==> src/rtl/tdn_pkg.sv <==
package tdn_pkg;
  typedef enum logic [4:0] {
    ST_IDLE, ST_HALT, ST_IOC, ST_WLC, ST_STBY, ST_RET,
    ST_BANK, ST_BGAP, ST_MCLAMP, ST_HSOFF, ST_SETTLE,
    ST_POLL, ST_SSRST, ST_PRST, ST_DONE, ST_ERR
  } tdn_state_e;
endpackage

==> src/rtl/tdn_timer.sv <==
module tdn_timer #(
  parameter int CW = 4
) (
  input  logic          clk,
  input  logic          rst_n,
  input  logic          arm,
  input  logic          tick,
  input  logic [CW-1:0] target,
  output logic          done
);
  logic [CW-1:0] cnt_q;
  logic          armed_q;
  logic          last;

  assign last = (cnt_q == target - CW'(1));
  assign done = armed_q && tick && last;

  always_ff @(posedge clk or negedge rst_n) begin
    if (!rst_n) begin
      cnt_q   <= '0;
      armed_q <= 1'b0;
    end else if (arm) begin
      cnt_q   <= '0;
      armed_q <= 1'b1;
    end else if (armed_q && tick) begin
      if (last) armed_q <= 1'b0;
      else      cnt_q   <= cnt_q + CW'(1);
    end
  end
endmodule

==> src/rtl/tdn_bank_vec.sv <==
module tdn_bank_vec #(
  parameter int NBANK = 20,
  parameter int IW    = 5
) (
  input  logic             clk,
  input  logic             rst_n,
  input  logic             off_stb,
  input  logic [IW-1:0]    idx,
  output logic [NBANK-1:0] pwr
);
  for (genvar b = 0; b < NBANK; b++) begin : g_bank
    logic hit;
    assign hit = off_stb && (idx == IW'(b));
    always_ff @(posedge clk or negedge rst_n) begin
      if (!rst_n)   pwr[b] <= 1'b1;
      else if (hit) pwr[b] <= 1'b0;
    end
  end
endmodule

==> src/rtl/tdn_fsm.sv <==
module tdn_fsm
  import tdn_pkg::*;
#(
  parameter int NBANK    = 20,
  parameter int POLL_MAX = 200,
  parameter int IW       = 5,
  parameter int PW       = 9
) (
  input  logic          clk,
  input  logic          rst_n,
  input  logic          stop_req,
  input  logic          halt_done,
  input  logic          hs_ack,
  input  logic          ms_tick,
  input  logic          tmr_done,
  output logic          tmr_arm,
  output logic          tmr_use_us,
  output logic          bank_off,
  output logic [IW-1:0] bank_idx,
  output logic          halt_start,
  output logic          core_clk_en,
  output logic          io_clamp,
  output logic          wl_clamp,
  output logic          l2_stby_n,
  output logic          slp_ret_n,
  output logic          mem_clamp,
  output logic          hs_en,
  output logic          subsys_rst,
  output logic          proc_rst,
  output logic          seq_done,
  output logic          seq_err
);
  tdn_state_e    st_q, st_d;
  logic [IW-1:0] idx_q, idx_d;
  logic [PW-1:0] poll_q, poll_d;
  logic halt_q, halt_d, clk_q, clk_d, io_q, io_d, wl_q, wl_d;
  logic stby_q, stby_d, ret_q, ret_d, mcl_q, mcl_d, hs_q, hs_d;
  logic ss_q, ss_d, pr_q, pr_d;

  always_comb begin
    st_d = st_q;     idx_d = idx_q;   poll_d = poll_q;
    halt_d = halt_q; clk_d = clk_q;   io_d = io_q;     wl_d = wl_q;
    stby_d = stby_q; ret_d = ret_q;   mcl_d = mcl_q;   hs_d = hs_q;
    ss_d = ss_q;     pr_d = pr_q;
    tmr_arm = 1'b0;  tmr_use_us = 1'b0; bank_off = 1'b0;
    unique case (st_q)
      ST_IDLE:   if (stop_req) begin halt_d = 1'b1; st_d = ST_HALT; end
      ST_HALT:   if (halt_done) begin
                   halt_d = 1'b0; clk_d = 1'b0; st_d = ST_IOC;
                 end
      ST_IOC:    begin io_d = 1'b1;   st_d = ST_WLC;  end
      ST_WLC:    begin wl_d = 1'b1;   st_d = ST_STBY; end
      ST_STBY:   begin stby_d = 1'b0; st_d = ST_RET;  end
      ST_RET:    begin ret_d = 1'b0; idx_d = '0; st_d = ST_BANK; end
      ST_BANK:   begin bank_off = 1'b1; tmr_arm = 1'b1; st_d = ST_BGAP; end
      ST_BGAP:   if (tmr_done) begin
                   if (idx_q == IW'(NBANK - 1)) st_d = ST_MCLAMP;
                   else begin idx_d = idx_q + IW'(1); st_d = ST_BANK; end
                 end
      ST_MCLAMP: begin mcl_d = 1'b1; st_d = ST_HSOFF; end
      ST_HSOFF:  begin hs_d = 1'b0; tmr_arm = 1'b1; st_d = ST_SETTLE; end
      ST_SETTLE: begin
                   tmr_use_us = 1'b1;
                   if (tmr_done) begin poll_d = '0; st_d = ST_POLL; end
                 end
      ST_POLL:   if (ms_tick) begin
                   if (!hs_ack)                          st_d = ST_SSRST;
                   else if (poll_q == PW'(POLL_MAX - 1)) st_d = ST_ERR;
                   else                                  poll_d = poll_q + PW'(1);
                 end
      ST_SSRST:  begin ss_d = 1'b1; st_d = ST_PRST; end
      ST_PRST:   begin pr_d = 1'b1; st_d = ST_DONE; end
      default:   st_d = st_q;
    endcase
  end

  always_ff @(posedge clk or negedge rst_n) begin
    if (!rst_n) begin
      st_q <= ST_IDLE; idx_q <= '0;   poll_q <= '0;
      halt_q <= 1'b0;  clk_q <= 1'b1; io_q <= 1'b0;  wl_q <= 1'b0;
      stby_q <= 1'b1;  ret_q <= 1'b1; mcl_q <= 1'b0; hs_q <= 1'b1;
      ss_q <= 1'b0;    pr_q <= 1'b0;
    end else begin
      st_q <= st_d;    idx_q <= idx_d; poll_q <= poll_d;
      halt_q <= halt_d; clk_q <= clk_d; io_q <= io_d; wl_q <= wl_d;
      stby_q <= stby_d; ret_q <= ret_d; mcl_q <= mcl_d; hs_q <= hs_d;
      ss_q <= ss_d;     pr_q <= pr_d;
    end
  end

  assign bank_idx    = idx_q;
  assign halt_start  = halt_q;
  assign core_clk_en = clk_q;
  assign io_clamp    = io_q;
  assign wl_clamp    = wl_q;
  assign l2_stby_n   = stby_q;
  assign slp_ret_n   = ret_q;
  assign mem_clamp   = mcl_q;
  assign hs_en       = hs_q;
  assign subsys_rst  = ss_q;
  assign proc_rst    = pr_q;
  assign seq_done    = (st_q == ST_DONE);
  assign seq_err     = (st_q == ST_ERR);
endmodule

==> src/rtl/ss_teardown_seq.sv <==
module ss_teardown_seq #(
  parameter int NBANK        = 20,
  parameter int POLL_MAX     = 200,
  parameter int BANK_GAP_MS  = 1,
  parameter int HS_SETTLE_US = 1
) (
  input  logic             clk,
  input  logic             rst_n,
  input  logic             stop_req,
  input  logic             ms_tick,
  input  logic             us_tick,
  output logic             halt_start,
  input  logic             halt_done,
  output logic             core_clk_en,
  output logic             io_clamp,
  output logic             wl_clamp,
  output logic             l2_stby_n,
  output logic             slp_ret_n,
  output logic [NBANK-1:0] bank_pwr,
  output logic             mem_clamp,
  output logic             hs_en,
  input  logic             hs_ack,
  output logic             subsys_rst,
  output logic             proc_rst,
  output logic             seq_done,
  output logic             seq_err
);
  localparam int IW      = (NBANK > 1) ? $clog2(NBANK) : 1;
  localparam int PW      = $clog2(POLL_MAX) + 1;
  localparam int BANK_TG = BANK_GAP_MS + 1;
  localparam int HS_TG   = HS_SETTLE_US + 1;
  localparam int TG_MAX  = (BANK_TG > HS_TG) ? BANK_TG : HS_TG;
  localparam int CW      = $clog2(TG_MAX + 1);

  logic          tmr_arm, tmr_use_us, tmr_done, tmr_tick, bank_off;
  logic [IW-1:0] bank_idx;
  logic [CW-1:0] tmr_target;

  assign tmr_tick   = tmr_use_us ? us_tick : ms_tick;
  assign tmr_target = tmr_use_us ? CW'(HS_TG) : CW'(BANK_TG);

  tdn_fsm #(.NBANK(NBANK), .POLL_MAX(POLL_MAX), .IW(IW), .PW(PW)) u_fsm (
    .clk(clk), .rst_n(rst_n), .stop_req(stop_req), .halt_done(halt_done),
    .hs_ack(hs_ack), .ms_tick(ms_tick), .tmr_done(tmr_done),
    .tmr_arm(tmr_arm), .tmr_use_us(tmr_use_us), .bank_off(bank_off),
    .bank_idx(bank_idx), .halt_start(halt_start), .core_clk_en(core_clk_en),
    .io_clamp(io_clamp), .wl_clamp(wl_clamp), .l2_stby_n(l2_stby_n),
    .slp_ret_n(slp_ret_n), .mem_clamp(mem_clamp), .hs_en(hs_en),
    .subsys_rst(subsys_rst), .proc_rst(proc_rst),
    .seq_done(seq_done), .seq_err(seq_err)
  );

  tdn_timer #(.CW(CW)) u_timer (
    .clk(clk), .rst_n(rst_n), .arm(tmr_arm), .tick(tmr_tick),
    .target(tmr_target), .done(tmr_done)
  );

  tdn_bank_vec #(.NBANK(NBANK), .IW(IW)) u_banks (
    .clk(clk), .rst_n(rst_n), .off_stb(bank_off), .idx(bank_idx),
    .pwr(bank_pwr)
  );
endmodule

==> config.mk <==
export PLATFORM = sky130hd
export DESIGN_NAME = ss_teardown_seq
export DESIGN_NICKNAME = d
export VERILOG_FILES = /design/src/rtl/tdn_pkg.sv /design/src/rtl/tdn_timer.sv /design/src/rtl/tdn_bank_vec.sv /design/src/rtl/tdn_fsm.sv /design/src/rtl/ss_teardown_seq.sv
export SDC_FILE = /design/constraint.sdc
export NUM_CORES = 1
export LEC_CHECK = 0
export ABC_CLOCK_PERIOD_IN_PS = 2270
export CORE_ASPECT_RATIO = 1.25
export CORE_MARGIN = 4
export CORE_UTILIZATION = 51
export CTS_BUF_LIST = sky130_fd_sc_hd__clkbuf_4
export CTS_CLUSTER_DIAMETER = 80
export DETAILED_ROUTE_END_ITERATION = 16
export PLACE_DENSITY = 0.89
export RECOVER_POWER = 50
export SLEW_MARGIN = 20
export SYNTH_ARGS = -nofsm -noshare
export SYNTH_HDL_FRONTEND = slang
export SYNTH_HIERARCHICAL = 1
export SYNTH_SLANG_ARGS = --single-unit
export TNS_END_PERCENT = 10
==> constraint.sdc <==
create_clock -name clk -period 2.27 [get_ports clk]
set_clock_uncertainty 0.05 [all_clocks]
set_input_delay 0.454 -clock clk [delete_from_list [all_inputs] [get_ports clk]]
set_output_delay 0.454 -clock clk [all_outputs]
set_load 0.01 [all_outputs]
==> flow_summary.ini <==
[status]
status = finished, final reports clean

[global_route]
grtUsageTotal = 0.198
grt_pass1_wl_mm = 10.1
grt_max_degree = 22
grt_pass1_vias = 2240
grt-ovfl-total = 0
antenna_found_initial = 0

[floorplan]
chipWidth_um = 72.2
start_util = 0.540
dieHeight_um = 88.3
core_area_sq_um = 4870
boundaryPins = 39
placement_rows = 28
dieArea_sq_um = 6380

[place]
placed_cell_area_sq_um = 3220
dp.final_hpwl_mm = 4.39
place.gp.congestion = 0.839
portBuffers = 38
pre_cts_ws_ns = -0.0164
numPlacedInstances = 365

[sta]
finalCritPeriodShare = 0.956
worst_pin_slew_ns = 0.904
setup_ws_ns = 0.0992
setup_viol = 0
drv_slew = 0
hold_viol_final = 0
period_needed_ns = 2.17
max_slew_margin = 0.398
max_freq_ghz = 0.461
rsz0062_at_grt = yes

[critical_path]
critPathLaunchType = register
cp_slowest_cell = dfrtp_1
reg2reg_depth = 10
worstPathMaxFanout = 8
cp_num_buf_inv = 1
worstSetupPathDepth = 10
worstSetupPathType = reg2reg
crit_chain = and2b_2 > and2_4 > mux2_4 > nand2_2 > nor2_1 > buf_4 > nor2b_1 > o211ai_1 > o221ai_2 > a21o_1
max_stage_delay_ns = 0.39
crit_path_end_kind = register
cp_top_family = simple AND/OR/NAND/NOR gates
cp.arrival_ns = 2.40
required_ns = 2.50

[finish]
finish.instance_area_sq_um = 3280
seq_area_sq_um = 1310
multi_input_area_sq_um = 1290
layout_common_cells = 35 x clkdlybuf4s50_1, 27 x dfrtp_1, 24 x dfstp_2, 23 x nand2_1, 15 x buf_4
fillers = 413
syn_to_final_growth_pct = 24.6
antenna_cells = 0
nets = 322
drive_gt1_frac = 0.236
layout_commonest_cell = clkdlybuf4s50_1
final_cells = 374

[clocking]
cts_buffers = 5
path_clk_slew_ns = 0.15
post-cts-setup-buffer-count = 0
cts.htree.levels = 2
cts.path.max_buffers = 2
root_buffer = clkbuf_4
cts_tree = built
clk_latency_ns = 0.37
cts.sinks = 51

[synthesis]
synth_area_leaders = dfrtp_1 26%, dfstp_2 24%, nand2_1 3.4%, mux2i_1 3.0%, o21a_1 2.0%
synth-xor-area-share = 0.00618
syn_area_sq_um = 2630
yosysUniqueCellTypes = 62
synthAdderAreaFrac = 0.00951
synth_compound_area_frac = 0.198
syn-instance-count = 250
avgSynthCellArea_sq_um = 10.5
ys_warn_count = 6
synthSimpleGateAreaFrac = 0.217
seq_area_frac_synth = 0.497
ys_ff_latch = 51
synth_top_cell_area_share = 0.257
muxShareOfSynthArea = 0.0419
synth_ff_type = dfrtp_1
yosysTopAreaCell = dfrtp_1
postSynth.asyncResetShare = 1.00
synth_edf_count = 0
synth_top_family_by_area = simple AND/OR/NAND/NOR gates

[drt]
vias = 2194
drt_iter0_markers = 124
wirelength_mm = 5.82
ant_nets = 0
wl_per_cell_um = 15.6
drc_errors = 0
vias_per_cell = 5.87
drt-pass1-iter-count = 4

[pwr]
power.leakage_uw = 0.00135
ir_worst_vdd_uv = 525
pwr_density_cell_nw_per_um2 = 803

[min_path]
whs_path_depth = 2
hp-class = reg2reg

[flow_run]
max-cap-violations = 0
==> sequential cells by signal, summed over array words and instances (netlist names), 2 cells and up <==
name	cells
u_banks/pwr	20
u_fsm/bank_idx	5
u_timer/cnt_q	2
u_fsm/st_q	4
u_fsm/poll_q	9
==> what timing repair did <==
| item | CTS | global route |
|---|---|---|
| hold buffers | 1 | 0 |
| endpoints found under the setup margin | 1 | 3 |
| hold endpoints to repair | 9 | 0 |
| resized for setup | 1 | 2 |
==> power breakdown <==
group / switching, uW / internal (uW) / leakage, uW
sequential: 102 / 1030 / 0.000569
clock: 290 / 116 / 0.0000306
combinational: 636 / 464 / 0.000746
==> synth_stat cells (2+ instances only) <==
cell type / number
a31oi_1: 4
nor3_1: 4
o21bai_1: 3
nor4_1: 2
o21ai_1: 4
o221ai_1: 2
o211ai_1: 2
nor2b_1: 6
dfrtp_1: 27
ha_1: 2
o31a_2: 3
nand3b_1: 2
nand4_1: 5
and4bb_2: 2
o21ai_0: 6
nor3b_1: 2
o22ai_1: 3
nand2b_1: 7
buf_2: 4
mux2i_1: 8
a21oi_1: 6
dfstp_2: 24
o31ai_1: 2
o31a_1: 4
a21o_1: 4
nand2_1: 24
nand3_1: 9
conb_1: 2
and2_1: 3
a22oi_1: 2
inv_1: 9
a31o_2: 3
clkbuf_1: 3
o21a_1: 7
or3_1: 6
nor2_1: 12
a21boi_0: 6
mux2_4: 2
==> routing by layer <==
metal | up-vias | GRT usage | wire length, um
met5 | - | 0 | 0
met2 | 72 | 0.341 | 2950
met4 | 0 | 0.0718 | 89
li1 | 1040 | - | -
met1 | 1072 | 0.249 | 2460
met3 | 10 | 0.0375 | 320
==> logic make-up after synthesis <==
kind of cell / after synthesis
DFF: 51
adders and majority gates: 2
buffers and inverters: 17
and+or+nand+nor: 98
xor gates and xnor gates: 1
muxes: 10
AOI/OAI and AO/OA: 69
other: 2
==> final timing paths <==
| kind | slack [ns] | startpoint | end |
|---|---|---|---|
| min reg2reg | 0.40 | u_banks/pwr[12] | u_banks/pwr[12] |
| min in group asynchronous | 0.65 | rst_n | u_fsm/bank_idx[0] |
| max in group asynchronous | 0.48 | rst_n | u_banks/pwr[4] |
| max | 0.1 | u_fsm/st_q[2] | u_fsm/st_q[1] |
| min | 0.40 | u_banks/pwr[12] | u_banks/pwr[12] |
| max reg2reg | 0.1 | u_fsm/st_q[2] | u_fsm/st_q[1] |
==> cell type report <==
class	count	area share
clock buffer	5	0.0115
clock inverter	3	0.00420
inverter	9	0.0103
multi-input combinational	188	0.393
sequential	51	0.399
tap	60	0.0229
timing repair buffer	58	0.160
==> worst min-delay path, stage by stage (launching register included) <==
cell	delay (ns)
dfstp_2	0.40
inv_1	0.04
a31oi_1	0.03
==> stage by stage <==
stage | hold WS, ns | utilization | power [uW] | setup TNS (ns)
2_1_floorplan | 0.108 | - | 1890 | -0.0180
3_3_place_gp | 0.338 | 0.661 | 2180 | 0
4_1_cts | 0.403 | 0.674 | 2630 | 0
6_report | 0.405 | 0.673 | 2630 | 0
3_5_place_dp | 0.345 | 0.661 | 2230 | -0.0263
5_1_grt | 0.428 | 0.673 | 2820 | -0.0106
Note: power is estimated with default switching activity, not from simulation.
